<file path="config.mk">
export PLATFORM = sky130hd
export DESIGN_NAME = irq_mode_ctrl
export DESIGN_NICKNAME = d
export VERILOG_FILES = /design/src/rtl/irq_mode_pkg.sv /design/src/rtl/irq_edge_pend.sv /design/src/rtl/irq_prio_pick.sv /design/src/rtl/irq_legacy_line.sv /design/src/rtl/irq_mode_ctrl.sv
export SDC_FILE = /design/constraint.sdc
export NUM_CORES = 1
export LEC_CHECK = 0
export BUFFER_PORTS_ARGS = -buffer_cell sky130_fd_sc_hd__buf_2
export CAP_MARGIN = 0
export CORE_MARGIN = 3
export CORE_UTILIZATION = 55
export DETAILED_ROUTE_END_ITERATION = 7
export MAX_ROUTING_LAYER = met4
export PLACE_DENSITY_LB_ADDON = 0.05
export SLEW_MARGIN = 20
export SYNTH_ARGS = -nofsm -noshare
export SYNTH_HDL_FRONTEND = slang
export SYNTH_SLANG_ARGS = --single-unit
</file>
<file path="constraint.sdc">
create_clock -name clk -period 4.9 [get_ports clk]
set_input_delay 0.245 -clock clk [delete_from_list [all_inputs] [get_ports clk]]
set_output_delay 0.245 -clock clk [all_outputs]
set_load 0.05 [all_outputs]
</file>
<file path="src/rtl/irq_mode_pkg.sv">
package irq_mode_pkg;
   typedef enum logic [1:0] {
      DESC_IDLE     = 2'b00,
      DESC_ASSERT   = 2'b01,
      DESC_DEASSERT = 2'b10,
      DESC_WRITE    = 2'b11
   } desc_kind_e;
endpackage

</file>
<file path="src/rtl/irq_edge_pend.sv">
// Rising-edge capture into per-vector pending bits.
module irq_edge_pend #(
   parameter int N = 4
) (
   input  logic         clk,
   input  logic         rst_n,
   input  logic [N-1:0] src,
   input  logic         clr_all,
   input  logic [N-1:0] take,
   output logic [N-1:0] pend
);
   logic [N-1:0] src_q;
   logic [N-1:0] rise;

   assign rise = src & ~src_q;

   always_ff @(posedge clk or negedge rst_n) begin
      if (!rst_n) begin
         src_q <= '0;
         pend  <= '0;
      end else begin
         src_q <= src;
         if (clr_all) pend <= '0;
         else         pend <= (pend & ~take) | rise;
      end
   end
endmodule

</file>
<file path="src/rtl/irq_prio_pick.sv">
// Fixed-priority pick, lowest index wins.
module irq_prio_pick #(
   parameter int N = 4,
   parameter int W = 2
) (
   input  logic [N-1:0] req,
   output logic [N-1:0] gnt,
   output logic [W-1:0] idx,
   output logic         any
);
   always_comb begin
      gnt = '0;
      idx = '0;
      any = 1'b0;
      for (int i = N - 1; i >= 0; i--) begin
         if (req[i]) begin
            gnt = '0;
            gnt[i] = 1'b1;
            idx = W'(i);
            any = 1'b1;
         end
      end
   end
endmodule

</file>
<file path="src/rtl/irq_legacy_line.sv">
// Tracks the virtual legacy line and requests assert/deassert messages.
module irq_legacy_line (
   input  logic       clk,
   input  logic       rst_n,
   input  logic       level,
   input  logic       msg_mode,
   input  logic [1:0] line_sel,
   output logic       ev,
   output logic       ev_deassert,
   output logic [1:0] ev_line
);
   logic       up_q;
   logic [1:0] line_q;
   logic       want_up;

   assign want_up     = level && !msg_mode;
   assign ev          = (want_up != up_q);
   assign ev_deassert = up_q;
   assign ev_line     = up_q ? line_q : line_sel;

   always_ff @(posedge clk or negedge rst_n) begin
      if (!rst_n) begin
         up_q   <= 1'b0;
         line_q <= 2'd0;
      end else if (ev) begin
         up_q <= want_up;
         if (!up_q) line_q <= line_sel;
      end
   end
endmodule

</file>
<file path="src/rtl/irq_mode_ctrl.sv">
module irq_mode_ctrl
   import irq_mode_pkg::*;
#(
   parameter int NUM_VEC = 4,
   parameter int ADDR_W  = 16,
   parameter int DATA_W  = 16,
   localparam int VEC_W  = $clog2(NUM_VEC),
   localparam int K_W    = $clog2(VEC_W + 1)
) (
   input  logic              clk,
   input  logic              rst_n,
   input  logic [NUM_VEC-1:0] src_level,
   input  logic [1:0]        intx_sel,
   input  logic              msi_en,
   input  logic              tbl_en,
   input  logic [ADDR_W-1:0] msi_addr,
   input  logic [DATA_W-1:0] msi_data,
   input  logic [K_W-1:0]    msi_grant_log2,
   input  logic              tbl_we,
   input  logic [VEC_W-1:0]  tbl_idx,
   input  logic [ADDR_W-1:0] tbl_wr_addr,
   input  logic [DATA_W-1:0] tbl_wr_data,
   input  logic              tbl_wr_mask,
   output logic              out_valid,
   output logic [1:0]        out_kind,
   output logic [1:0]        out_line,
   output logic [ADDR_W-1:0] out_addr,
   output logic [DATA_W-1:0] out_data
);
   generate
      if (NUM_VEC < 2 || (NUM_VEC & (NUM_VEC - 1)) != 0) begin : g_bad_vec
         $error("NUM_VEC must be a power of two of at least 2");
      end
      if (DATA_W < VEC_W || ADDR_W < 1) begin : g_bad_width
         $error("DATA_W must hold a vector number");
      end
   endgenerate

   logic                msg_mode;
   logic [NUM_VEC-1:0]  pend, take, req, gnt, mask_q;
   logic [VEC_W-1:0]    idx;
   logic                any, fire;
   logic                leg_ev, leg_deassert;
   logic [1:0]          leg_line;
   logic [ADDR_W-1:0]   tbl_addr_q [NUM_VEC];
   logic [DATA_W-1:0]   tbl_data_q [NUM_VEC];
   logic [K_W-1:0]      k_eff;
   logic [DATA_W-1:0]   fold_mask, single_data, wr_data;
   logic [ADDR_W-1:0]   wr_addr;

   assign msg_mode = msi_en || tbl_en;

   irq_legacy_line u_legacy (
      .clk(clk), .rst_n(rst_n), .level(|src_level), .msg_mode(msg_mode),
      .line_sel(intx_sel), .ev(leg_ev), .ev_deassert(leg_deassert),
      .ev_line(leg_line)
   );

   irq_edge_pend #(.N(NUM_VEC)) u_pend (
      .clk(clk), .rst_n(rst_n), .src(src_level), .clr_all(!msg_mode),
      .take(take), .pend(pend)
   );

   // Vector table with per-entry mask
   always_ff @(posedge clk or negedge rst_n) begin
      if (!rst_n) begin
         mask_q <= '0;
         for (int i = 0; i < NUM_VEC; i++) begin
            tbl_addr_q[i] <= '0;
            tbl_data_q[i] <= '0;
         end
      end else if (tbl_we) begin
         tbl_addr_q[tbl_idx] <= tbl_wr_addr;
         tbl_data_q[tbl_idx] <= tbl_wr_data;
         mask_q[tbl_idx]     <= tbl_wr_mask;
      end
   end

   assign req = tbl_en ? (pend & ~mask_q) : pend;

   irq_prio_pick #(.N(NUM_VEC), .W(VEC_W)) u_pick (
      .req(req), .gnt(gnt), .idx(idx), .any(any)
   );

   // Legacy deassert takes the slot ahead of any write
   assign fire = any && msg_mode && !leg_ev;
   assign take = fire ? gnt : '0;

   // Vector folding for the single-address form
   assign k_eff       = (msi_grant_log2 > K_W'(VEC_W)) ? K_W'(VEC_W) : msi_grant_log2;
   assign fold_mask   = ~({DATA_W{1'b1}} << k_eff);
   assign single_data = (msi_data & ~fold_mask) | (DATA_W'(idx) & fold_mask);
   assign wr_addr     = tbl_en ? tbl_addr_q[idx] : msi_addr;
   assign wr_data     = tbl_en ? tbl_data_q[idx] : single_data;

   always_ff @(posedge clk or negedge rst_n) begin
      if (!rst_n) begin
         out_valid <= 1'b0;
         out_kind  <= DESC_IDLE;
         out_line  <= 2'd0;
         out_addr  <= '0;
         out_data  <= '0;
      end else if (leg_ev) begin
         out_valid <= 1'b1;
         out_kind  <= leg_deassert ? DESC_DEASSERT : DESC_ASSERT;
         out_line  <= leg_line;
         out_addr  <= '0;
         out_data  <= '0;
      end else if (fire) begin
         out_valid <= 1'b1;
         out_kind  <= DESC_WRITE;
         out_line  <= 2'd0;
         out_addr  <= wr_addr;
         out_data  <= wr_data;
      end else begin
         out_valid <= 1'b0;
         out_kind  <= DESC_IDLE;
         out_line  <= 2'd0;
         out_addr  <= '0;
         out_data  <= '0;
      end
   end
endmodule

</file>
==> run_results.csv <==
group,metric,value,unit
run_status,status,"completed",
global_routing,antenna_found_initial,2,
yosys,syn_nets,643,
yosys,synth_top_family_by_area,"multiplexers",
routing,drt_iter0_markers,242,
cts,cts_tree,"built",
timing,fin_skew,5.79,ps
timing,drv_slew,0,
final_layout,drive_gt1_share,46.8,%
worst_setup_path,required,5250,ps
final_layout,final_util,66.3,%
yosys,synth_cells,563,
pwr,finalPower,4.26,mW
routing,dr_total_vias,4937,
global_routing,grt_pass1_vias,5390,
timing,period_needed,2390,ps
final_layout,final_nets,759,
cts,ctsHtreeMaxLevel,4,
die,die_h,126,um
die,num_rows,43,
job,cap_violations,0,
yosys,yosys-top-cells-area,"dfrtp_1 (57%), mux2_2 (19%), mux2i_1 (7.7%)",
global_routing,grt_use_total,22.6,%
timing,max_freq,418,MHz
global_routing,grt_max_degree,74,
yosys,synth-compound-area-share,9.21,%
placement,dpl.hpwl,10.2,mm
timing,setup-tns-final,0,ps
final_layout,fin_cells,874,
worst_setup_path,crit_fanout,18,
placement,place_area,0.00859,sq mm
die,ios,117,
cts,root_buffer,"clkbuf_16",
yosys,yosys_warnings,0,
routing,antenna_left,0,
placement,port_buffers,116,
die,die-area,0.0158,sq mm
yosys,ys_seq_area_share,57.1,%
worst_setup_path,critPathCaptureType,"flip-flop",
routing,dr.pass1.iters,4,
timing,max-slew-margin-rel,30.3,%
routing,avgViaCountPerCell,5.65,
placement,globalplace.congestion,0.833,
pwr,p_leak,4.20,nW
worst_setup_path,r2r_cells,6,
yosys,syn_area,0.00790,sq mm
timing,worst_pin_slew,1040,ps
routing,wirelength,16.6,mm
final_layout,area_growth,17.1,%
final_layout,fill_cells,1062,
min_path,min-delay-path-class,"in -> reg",
cts,clock-sinks,180,
timing,min_period_over_period,48.8,%
pwr,vdd_drop_max,0.252,mV
worst_setup_path,worst_ep_arrival_time,2740,ps
yosys,synth_top_cell_by_area,"dfrtp_1",
timing,worst_slack,2510,ps
yosys,avgSynthCellArea,14.0,sq um
final_layout,mostFrequentLayoutCell,"dfrtp_1",
die,coreArea,0.0139,sq mm
global_routing,overflow,0,
timing,hold_slack,44.5,ps
yosys,synth_xor_area_share,0,%
global_routing,grt_pass1_wl,27.4,mm
timing,timing.final.hold_violations,0,
placement,pre_cts_slack,2350,ps
yosys,ys_ff_latch,180,
timing,setup_viol,0,
worst_setup_path,crit_path_start_kind,"flip-flop",
placement,placed_cells,835,
die,die_x,126,um
timing,rsz0062_at_grt,"false",
final_layout,layout_common_cells,"dfrtp_1 (180), mux2_2 (132), buf_2 (115)",
cts,numCtsBuffers,17,
pwr,power.density,461,mW/mm^2
yosys,synth_adder_area_share,0,%
min_path,hold-path-cell-count,3,
yosys,synthMuxAreaShare,27.1,%
yosys,yosys.area_share.simple,3.38,%
die,floorplan.initialDensity,56.7,%
yosys,synth_top_area_share,57.1,%
cts,cts_buffer_depth,2,
cts,cts_resized,0,
routing,drcViolationCount,0,
final_layout,design_area,0.00924,sq mm
yosys,synth_cell_types,40,
cts,clk-insertion-delay-late,420,ps
routing,wire_per_inst,18.9,um
worst_setup_path,critPathKind,"reg -> reg",
cts,clkTransAtPathRegs,60,ps
-- kinds of logic (layout without fill, tap and decap cells) --
group | after synthesis | in the layout
AOI/OAI and AO/OA | 87 | 87
buffers and inverters | 39 | 168
DFF | 180 | 180
muxes | 196 | 196
other | 0 | 2
and+or+nand+nor | 61 | 61
-- power by group --
group	switching [mW]	internal [mW]
combinational	0.576	0.442
clock	0.538	0.825
sequential	0.128	1.75
total	1.24	3.02
-- final timing paths --
check | start | to | slack, ps
worst min-delay path | intx_sel[0] | out_line[0] | 40
worst max register to register | u_pend.pend[3] | u_pend.pend[2] | 2510
worst max-delay path | u_pend.pend[3] | u_pend.pend[2] | 2510
max in group asynchronous | rst_n | out_valid | 3260
min in group asynchronous | rst_n | u_legacy.line_q[0] | 400
worst min register to register | tbl_addr_q[41] | tbl_addr_q[41] | 500
-- synthesized netlist by cell type --
library cell  count
o211a_1           1
a211oi_1          1
a21bo_1           1
a21o_1            1
or3_1             1
a21boi_1          1
nand3_1           4
buf_12            3
clkbuf_1         16
inv_1             5
mux2_1            2
buf_2             9
a21bo_2           1
inv_2             1
o21ai_1           1
o21bai_4          1
buf_8             3
o21ai_0           3
a21boi_2          1
mux4_2            1
nand3b_1          2
dfrtp_1         180
mux2i_1          61
o41ai_1           1
a311oi_2          1
nand2b_1          6
nor2_1            6
nand2_1          39
mux2_2          132
nor3b_1           1
buf_6             2
o31ai_1           4
nor3_1            1
o22a_1           30
o221ai_1          1
o22ai_1           2
nor2b_1           1
a21oi_2          28
a21oi_1           7
a31oi_1           1
-- layout make-up --
class	instances	area (sq um)	share of cell area [%]
Timing Repair Buffer	130	704	7.62
Clock buffer	22	464	5.02
Multi-Input combinational cell	344	3190	34.5
Sequential cell	180	4500	48.7
Clock inverter	10	130	1.41
Tap cell	180	225	2.44
Antenna cell	2	5.00	0.0542
Inverter	6	22.5	0.244
-- critical path, cell delays in order (launching register included) --
cell      delay (ps)
dfrtp_1          460
o21bai_4         200
nand3_1          180
o221ai_4         690
buf_4            460
o21ai_0          150
a21oi_1          150
-- sequential cells by signal, indices dropped and copies added (netlist names), 2 cells and up --
name             cells
out_kind             2
tbl_data_q          64
mask_q               4
out_addr            16
u_pend.pend          4
out_line             2
u_pend.src_q         4
out_data            16
u_legacy.line_q      2
tbl_addr_q          64
-- metal layers --
| layer | routed length, um | vias up | track usage, % |
|---|---|---|---|
| met3 | 789 | 14 | 4.88 |
| met4 | 182 | 0 | 6.94 |
| met2 | 8470 | 115 | 37.1 |
| met1 | 7110 | 2539 | 28.4 |
| met5 | 0 | - | - |
| li1 | - | 2269 | - |
-- what timing repair did --
item	4_1_cts	5_1_grt
hold buffers	5	0
hold endpoints to repair	75	0
buffers inserted	0	0
Power figures use the tool's default switching activity.
